### config.mk
export PLATFORM = sky130hd
export DESIGN_NAME = chan_load_seq
export DESIGN_NICKNAME = d
export VERILOG_FILES = /design/src/rtl/chs_pkg.sv /design/src/rtl/addr_decode.sv /design/src/rtl/seq_ctrl.sv /design/src/rtl/latch_bank.sv /design/src/rtl/chan_load_seq.sv
export SDC_FILE = /design/constraint.sdc
export NUM_CORES = 1
export LEC_CHECK = 0
export BUFFER_PORTS_ARGS = -buffer_cell sky130_fd_sc_hd__buf_2
export CAP_MARGIN = 10
export CORE_ASPECT_RATIO = 1.1
export CORE_MARGIN = 5
export CORE_UTILIZATION = 50
export DETAILED_ROUTE_END_ITERATION = 6
export PLACE_DENSITY = 0.77
export REMOVE_ABC_BUFFERS = 1
export SYNTH_ARGS = -nofsm -noshare
export SYNTH_HDL_FRONTEND = slang
export SYNTH_HIERARCHICAL = 1
export SYNTH_SLANG_ARGS = --single-unit
export TNS_END_PERCENT = 30
### constraint.sdc
create_clock -name clk -period 4.9 [get_ports clk]
set_input_delay 0.98 -clock clk [delete_from_list [all_inputs] [get_ports clk]]
set_output_delay 0.98 -clock clk [all_outputs]
set_load 0.005 [all_outputs]
### src/rtl/chs_pkg.sv
package chs_pkg;

  // first channel visited by a sequence run
  function automatic int unsigned seq_first(input bit down, input int unsigned nch);
    return down ? nch - 1 : 0;
  endfunction

  // channel visited after idx
  function automatic int unsigned seq_step(input int unsigned idx, input bit down);
    return down ? idx - 1 : idx + 1;
  endfunction

  // one-hot strobe for a channel index
  function automatic int unsigned onehot_of(input int unsigned idx);
    return 32'd1 << idx;
  endfunction

endpackage

### src/rtl/addr_decode.sv
module addr_decode #(
  parameter int unsigned CH = 6,
  parameter int unsigned AW = 3
) (
  input  logic          clk,
  input  logic          rst_n,
  input  logic          standby,
  input  logic          tick_rise,
  input  logic [AW-1:0] addr,
  input  logic          cs,
  output logic          req_valid,
  output logic [AW-1:0] req_idx
);
  localparam logic [AW-1:0] NCH_A = AW'(CH);

  logic [AW-1:0] addr_q;
  logic          cs_q;

  always_ff @(posedge clk or negedge rst_n) begin
    if (!rst_n) begin
      addr_q <= '0;
      cs_q   <= 1'b0;
    end else if (standby) begin
      addr_q <= '0;
      cs_q   <= 1'b0;
    end else if (tick_rise) begin
      addr_q <= addr;
      cs_q   <= cs;
    end
  end

  // a falling slot writes the channel held from the preceding rising slot
  assign req_valid = !tick_rise && cs_q && (addr_q < NCH_A);
  assign req_idx   = addr_q;


  cs_low_chk: assert property (@(posedge clk) disable iff (!rst_n)
    (tick_rise && !cs) |=> !req_valid);


  reserved_code_chk: assert property (@(posedge clk) disable iff (!rst_n)
    (tick_rise && addr == NCH_A) |=> !req_valid);

endmodule

### src/rtl/seq_ctrl.sv
module seq_ctrl #(
  parameter int unsigned CH = 6,
  parameter int unsigned AW = 3
) (
  input  logic          clk,
  input  logic          rst_n,
  input  logic          standby,
  input  logic          arm,
  input  logic          cap_tick,
  input  logic          mode_seq,
  input  logic          dir_down,
  output logic          seq_valid,
  output logic [AW-1:0] seq_idx
);
  import chs_pkg::*;

  localparam int unsigned LW = $clog2(CH + 2);

  logic          busy;
  logic          down_q;
  logic [LW-1:0] left;
  logic [AW-1:0] idx;

  assign seq_valid = busy && cap_tick && mode_seq && !arm;
  assign seq_idx   = idx;

  always_ff @(posedge clk or negedge rst_n) begin
    if (!rst_n) begin
      busy   <= 1'b0;
      down_q <= 1'b0;
      left   <= '0;
      idx    <= '0;
    end else if (standby) begin
      busy   <= 1'b0;
      down_q <= 1'b0;
      left   <= '0;
      idx    <= '0;
    end else if (arm) begin
      busy   <= 1'b1;
      down_q <= dir_down;
      left   <= LW'(CH);
      idx    <= AW'(seq_first(dir_down, CH));
    end else if (seq_valid) begin
      idx  <= AW'(seq_step(idx, down_q));
      left <= left - 1'b1;
      if (left == LW'(1)) busy <= 1'b0;
    end
  end

  // checker-only count of writes since the last arming
  logic [LW-1:0] loads_run;
  always_ff @(posedge clk or negedge rst_n) begin
    if (!rst_n)                       loads_run <= '0;
    else if (standby || arm)          loads_run <= '0;
    else if (seq_valid)               loads_run <= loads_run + 1'b1;
  end


  seq_bound_chk: assert property (@(posedge clk) disable iff (!rst_n)
    loads_run <= LW'(CH));


  seq_range_chk: assert property (@(posedge clk) disable iff (!rst_n)
    seq_valid |-> (seq_idx < AW'(CH)));

endmodule

### src/rtl/latch_bank.sv
module latch_bank #(
  parameter int unsigned CH = 6,
  parameter int unsigned DW = 10,
  parameter int unsigned AW = 3
) (
  input  logic             clk,
  input  logic             rst_n,
  input  logic             standby,
  input  logic             wr_en,
  input  logic [AW-1:0]    wr_idx,
  input  logic [DW-1:0]    wr_data,
  output logic [CH*DW-1:0] bank,
  output logic [CH-1:0]    stb,
  output logic [DW-1:0]    word
);
  import chs_pkg::*;

  for (genvar i = 0; i < CH; i++) begin : g_ch
    logic [DW-1:0] r;
    always_ff @(posedge clk or negedge rst_n) begin
      if (!rst_n)                                   r <= '0;
      else if (standby)                             r <= '0;
      else if (wr_en && wr_idx == AW'(i))           r <= wr_data;
    end
    assign bank[i*DW +: DW] = r;


    stb_word_chk: assert property (@(posedge clk) disable iff (!rst_n)
      stb[i] |-> (bank[i*DW +: DW] == word));
  end

  always_ff @(posedge clk or negedge rst_n) begin
    if (!rst_n) begin
      stb  <= '0;
      word <= '0;
    end else if (standby) begin
      stb  <= '0;
      word <= '0;
    end else begin
      stb <= wr_en ? CH'(onehot_of(wr_idx)) : '0;
      if (wr_en) word <= wr_data;
    end
  end


  stb_onehot_chk: assert property (@(posedge clk) disable iff (!rst_n)
    $onehot0(stb));

endmodule

### src/rtl/chan_load_seq.sv
module chan_load_seq #(
  parameter int unsigned CH = 6,
  parameter int unsigned DW = 10
) (
  input  logic                       clk,
  input  logic                       rst_n,
  input  logic                       tick_rise,
  input  logic                       standby,
  input  logic [DW-1:0]              data_in,
  input  logic [$clog2(CH+2)-1:0]    chan_addr,
  input  logic                       start_cs,
  input  logic                       dir_down,
  input  logic                       even_sel,
  output logic [CH-1:0]              load_stb,
  output logic [DW-1:0]              cap_word,
  output logic [CH*DW-1:0]           bank_q
);
  localparam int unsigned AW = $clog2(CH + 2);

  // named internal events
  logic          cap_tick;
  logic          mode_seq;
  logic          arm;
  logic          req_valid;
  logic [AW-1:0] req_idx;
  logic          seq_valid;
  logic [AW-1:0] seq_idx;
  logic          wr_en;
  logic [AW-1:0] wr_idx;

  assign cap_tick = even_sel ? tick_rise : !tick_rise;
  assign mode_seq = (chan_addr == '1);
  assign arm      = tick_rise && start_cs && mode_seq && !standby;

  addr_decode #(.CH(CH), .AW(AW)) u_dec (
    .clk(clk), .rst_n(rst_n), .standby(standby), .tick_rise(tick_rise),
    .addr(chan_addr), .cs(start_cs), .req_valid(req_valid), .req_idx(req_idx)
  );

  seq_ctrl #(.CH(CH), .AW(AW)) u_seq (
    .clk(clk), .rst_n(rst_n), .standby(standby), .arm(arm),
    .cap_tick(cap_tick), .mode_seq(mode_seq), .dir_down(dir_down),
    .seq_valid(seq_valid), .seq_idx(seq_idx)
  );

  // addressed request wins if both are present in one slot
  assign wr_en  = req_valid || seq_valid;
  assign wr_idx = req_valid ? req_idx : seq_idx;

  latch_bank #(.CH(CH), .DW(DW), .AW(AW)) u_bank (
    .clk(clk), .rst_n(rst_n), .standby(standby), .wr_en(wr_en),
    .wr_idx(wr_idx), .wr_data(data_in), .bank(bank_q), .stb(load_stb),
    .word(cap_word)
  );


  standby_clear_chk: assert property (@(posedge clk) disable iff (!rst_n)
    standby |=> (load_stb == '0 && bank_q == '0 && cap_word == '0));


  seq_slot_chk: assert property (@(posedge clk) disable iff (!rst_n)
    (seq_valid && !req_valid) |-> (tick_rise == even_sel));

endmodule

==> metrics <==
Crit-path slowest cell=nor4b_2; fraction of layout cells with a size suffix above 1=37.4%; detailed-placement wirelength estimate=5800 µm; worst setup margin=1520 ps; cell breakdown of the critical path=buf_2 -> and3_4 -> and4b_1 -> nand4b_4 -> inv_1 -> or2_2 -> nand2_1 -> nor4b_2 -> a22o_1; Finish-stage setup viols=0; Ant. Diodes=0; final hold viol count=0; pin count of the biggest net entering global routing=89; GR Overflow Total=0; Layout Cells excl Fill=433; Worst Skew=10.1 ps; drt total wl=8590 µm; FF/Latch Area=2200 µm²; Setup CP Type=input port to flip-flop; Hold WC Path Type=flip-flop to flip-flop; Initial DRC Count=159; Leakage=0.00229 µW; CTS resizes=0; worst-case clock buffer depth=2; maximum clock rate=295 MHz; most frequent cells in the layout=buf_2, dfrtp_1, a22o_1; row count=32; RSZ-0062 raised after global routing=false; initial antenna violation count=0; R2R Path Start=u_seq/busy; crit path launch type=input port; arrival time at the worst endpoint=3660 ps; DRT Pass-1 Iters=4; gp weighted congestion=0.783; CTS Sinks=88; CP peak stage delay=870 ps; Hold Path Depth=1; IO Count=96; period utilisation layout=69.1%; async set-reset flop share out of synthesis=100%; Worst-Skew Late Latency=350 ps; gr usage total=20.1%; full die area=8770 µm²; vias in the first global route=2,611; crit path buf inv count=2; Worst-Margin Slew=1060 ps; max_slew headroom=29.3%; vias post-DR=2,494; status=completed; Int Pwr=1060 µW; FF-to-FF path depth=6; Sw Pwr=299 µW; number of synthesized register bits=88; Hold Crit Start=u_bank/g_ch[1].r[9]; Max Slew Vio Count=0; Reg power frac=54.4%; PwrDens=321 nW/µm²; DRC=0; part of the Yosys area used for sequential elements=63.0%; Gate power share=5.8%; Post-Route Utilization=61.0%; FILL cells=591; Min Hold Slack=501 ps; Synth-to-Final Area Change=20.9%; Final nets=366; Placed Cells=417; count of cell types in the netlist=42; Max-cap violations=0; Yosys warning count=6; Die Span X=89.7 µm; routed vias/inst=5.76; Synth Area per Inst=14.0 µm²; Switching Share=22.0%; initial core utilization=50.5%; clock share of power=39.8%; WL per Instance=19.8 µm; worst endpoint required time=5180 ps; postcts setup bufs=0; CP top delay family=simple AND/OR/NAND/NOR gates; critical-path maximum fanout=17; CTS tree=done; Post-synth EDFFs=0; Fin Setup TNS=0 ps; die height=97.7 µm; top_reg_cell synth=dfrtp_1; first-pass GRT wire length=14,100 µm; min Tclk post-route=3380 ps; crit path launch=chan_addr[2]; CTS buffer count=9; placement-stage worst setup slack=1190 ps; PortBufs=95; commonest non-fill, non-tap cell in the layout=buf_2; Root Buffer=clkbuf_8; Mapped Area=3500 µm²; Syn Inst Count=249; CP endpoint kind=flip-flop; Max IR drop VDD=184 µV; Routed Antenna Nets=0; Multi-input gate area=1190 µm²; Core ar.=6930 µm²; cts hold-fix bufs=0; Crit. path cell count=9; clock slew at reported path FFs=80 ps; H-tree levels=3
worst register-to-register path: stages, from the launching register on:
cell and delay (ps):
dfrtp_1 420, nand4b_4 150, inv_1 150, or2_2 420
nand2_1 170, nor4b_2 870, a22o_1 290
per-stage QoR:
stage / total power [µW] / area [µm²]
2_1_floorplan: 780 / 3410
3_3_place_gp: 831 / 4010
3_5_place_dp: 832 / 4010
4_1_cts: 1370 / 4230
5_1_grt: 1410 / 4230
6_report: 1360 / 4230
worst paths after layout:
check                                      end  slack (ps)
max in group asynchronous  u_bank/g_ch[5].r[8]        3400
max                        u_bank/g_ch[5].r[1]        1520
min                        u_bank/g_ch[1].r[9]         500
min in group asynchronous        u_seq/left[0]         800
min reg2reg                u_bank/g_ch[1].r[9]         500
max reg2reg                u_bank/g_ch[5].r[1]        2360
cell families after synthesis:
kind of cell	after synthesis	share of synthesized area, %
AO/OA/AOI/OAI	77	19.0
XOR/XNOR	4	1.00
adder cells (fa/ha/maj)	3	1.29
buffers and inverters	19	2.90
flip-flops	88	63.0
multiplexers	18	5.26
AND/OR/NAND/NOR	40	7.62
synthesized netlist by cell type (3+ instances only):
cell type | number | area, µm²
dfrtp_1 | 88 | 2200
a22o_1 | 60 | 526
nor2_1 | 16 | 60.1
mux2i_1 | 15 | 150
buf_2 | 8 | 40.0
a21oi_2 | 6 | 52.6
inv_1 | 5 | 18.8
buf_4 | 3 | 22.5
mux2_2 | 3 | 33.8
nand2_1 | 3 | 11.3
nand2b_1 | 3 | 18.8
nor3_1 | 3 | 15.0
xnor2_1 | 3 | 26.3
metal layers:
layer  global-route usage, %  routed length (µm)  vias up
li1                        -                   -     1115
met1                    27.9                3730     1270
met2                    30.9                4150       93
met3                    4.03                 515       16
met4                    8.84                 189        0
met5                       0                   0        -
power by group through the flow:
stage | Sequential, µW | Clock [µW] | Combinational [µW]
2_1_floorplan | 752 | 0 | 28.0
3_3_place_gp | 752 | 0 | 78.5
3_5_place_dp | 752 | 0 | 80.0
4_1_cts | 738 | 551 | 80.5
5_1_grt | 739 | 584 | 87.1
6_report | 738 | 540 | 79.0
flip-flops by register name (all words and copies together), names as in the netlist:
register / cells
u_bank/g_ch.r: 60
u_bank/word: 10
u_bank/stb: 6
u_dec/req_idx: 3
u_seq/left: 3
u_seq/seq_idx: 3
u_dec/cs_q: 1
u_seq/busy: 1
u_seq/down_q: 1
area by class of cell:
type                    count  area share [%]
clock buffers              13            3.52
well taps                  85            2.52
clock inverters             3            1.54
inverters                   5           0.444
repair buffers             97            11.7
flip-flops and latches     88            52.1
multi-input cells         142            28.2
(Power assumes the default switching activity.)
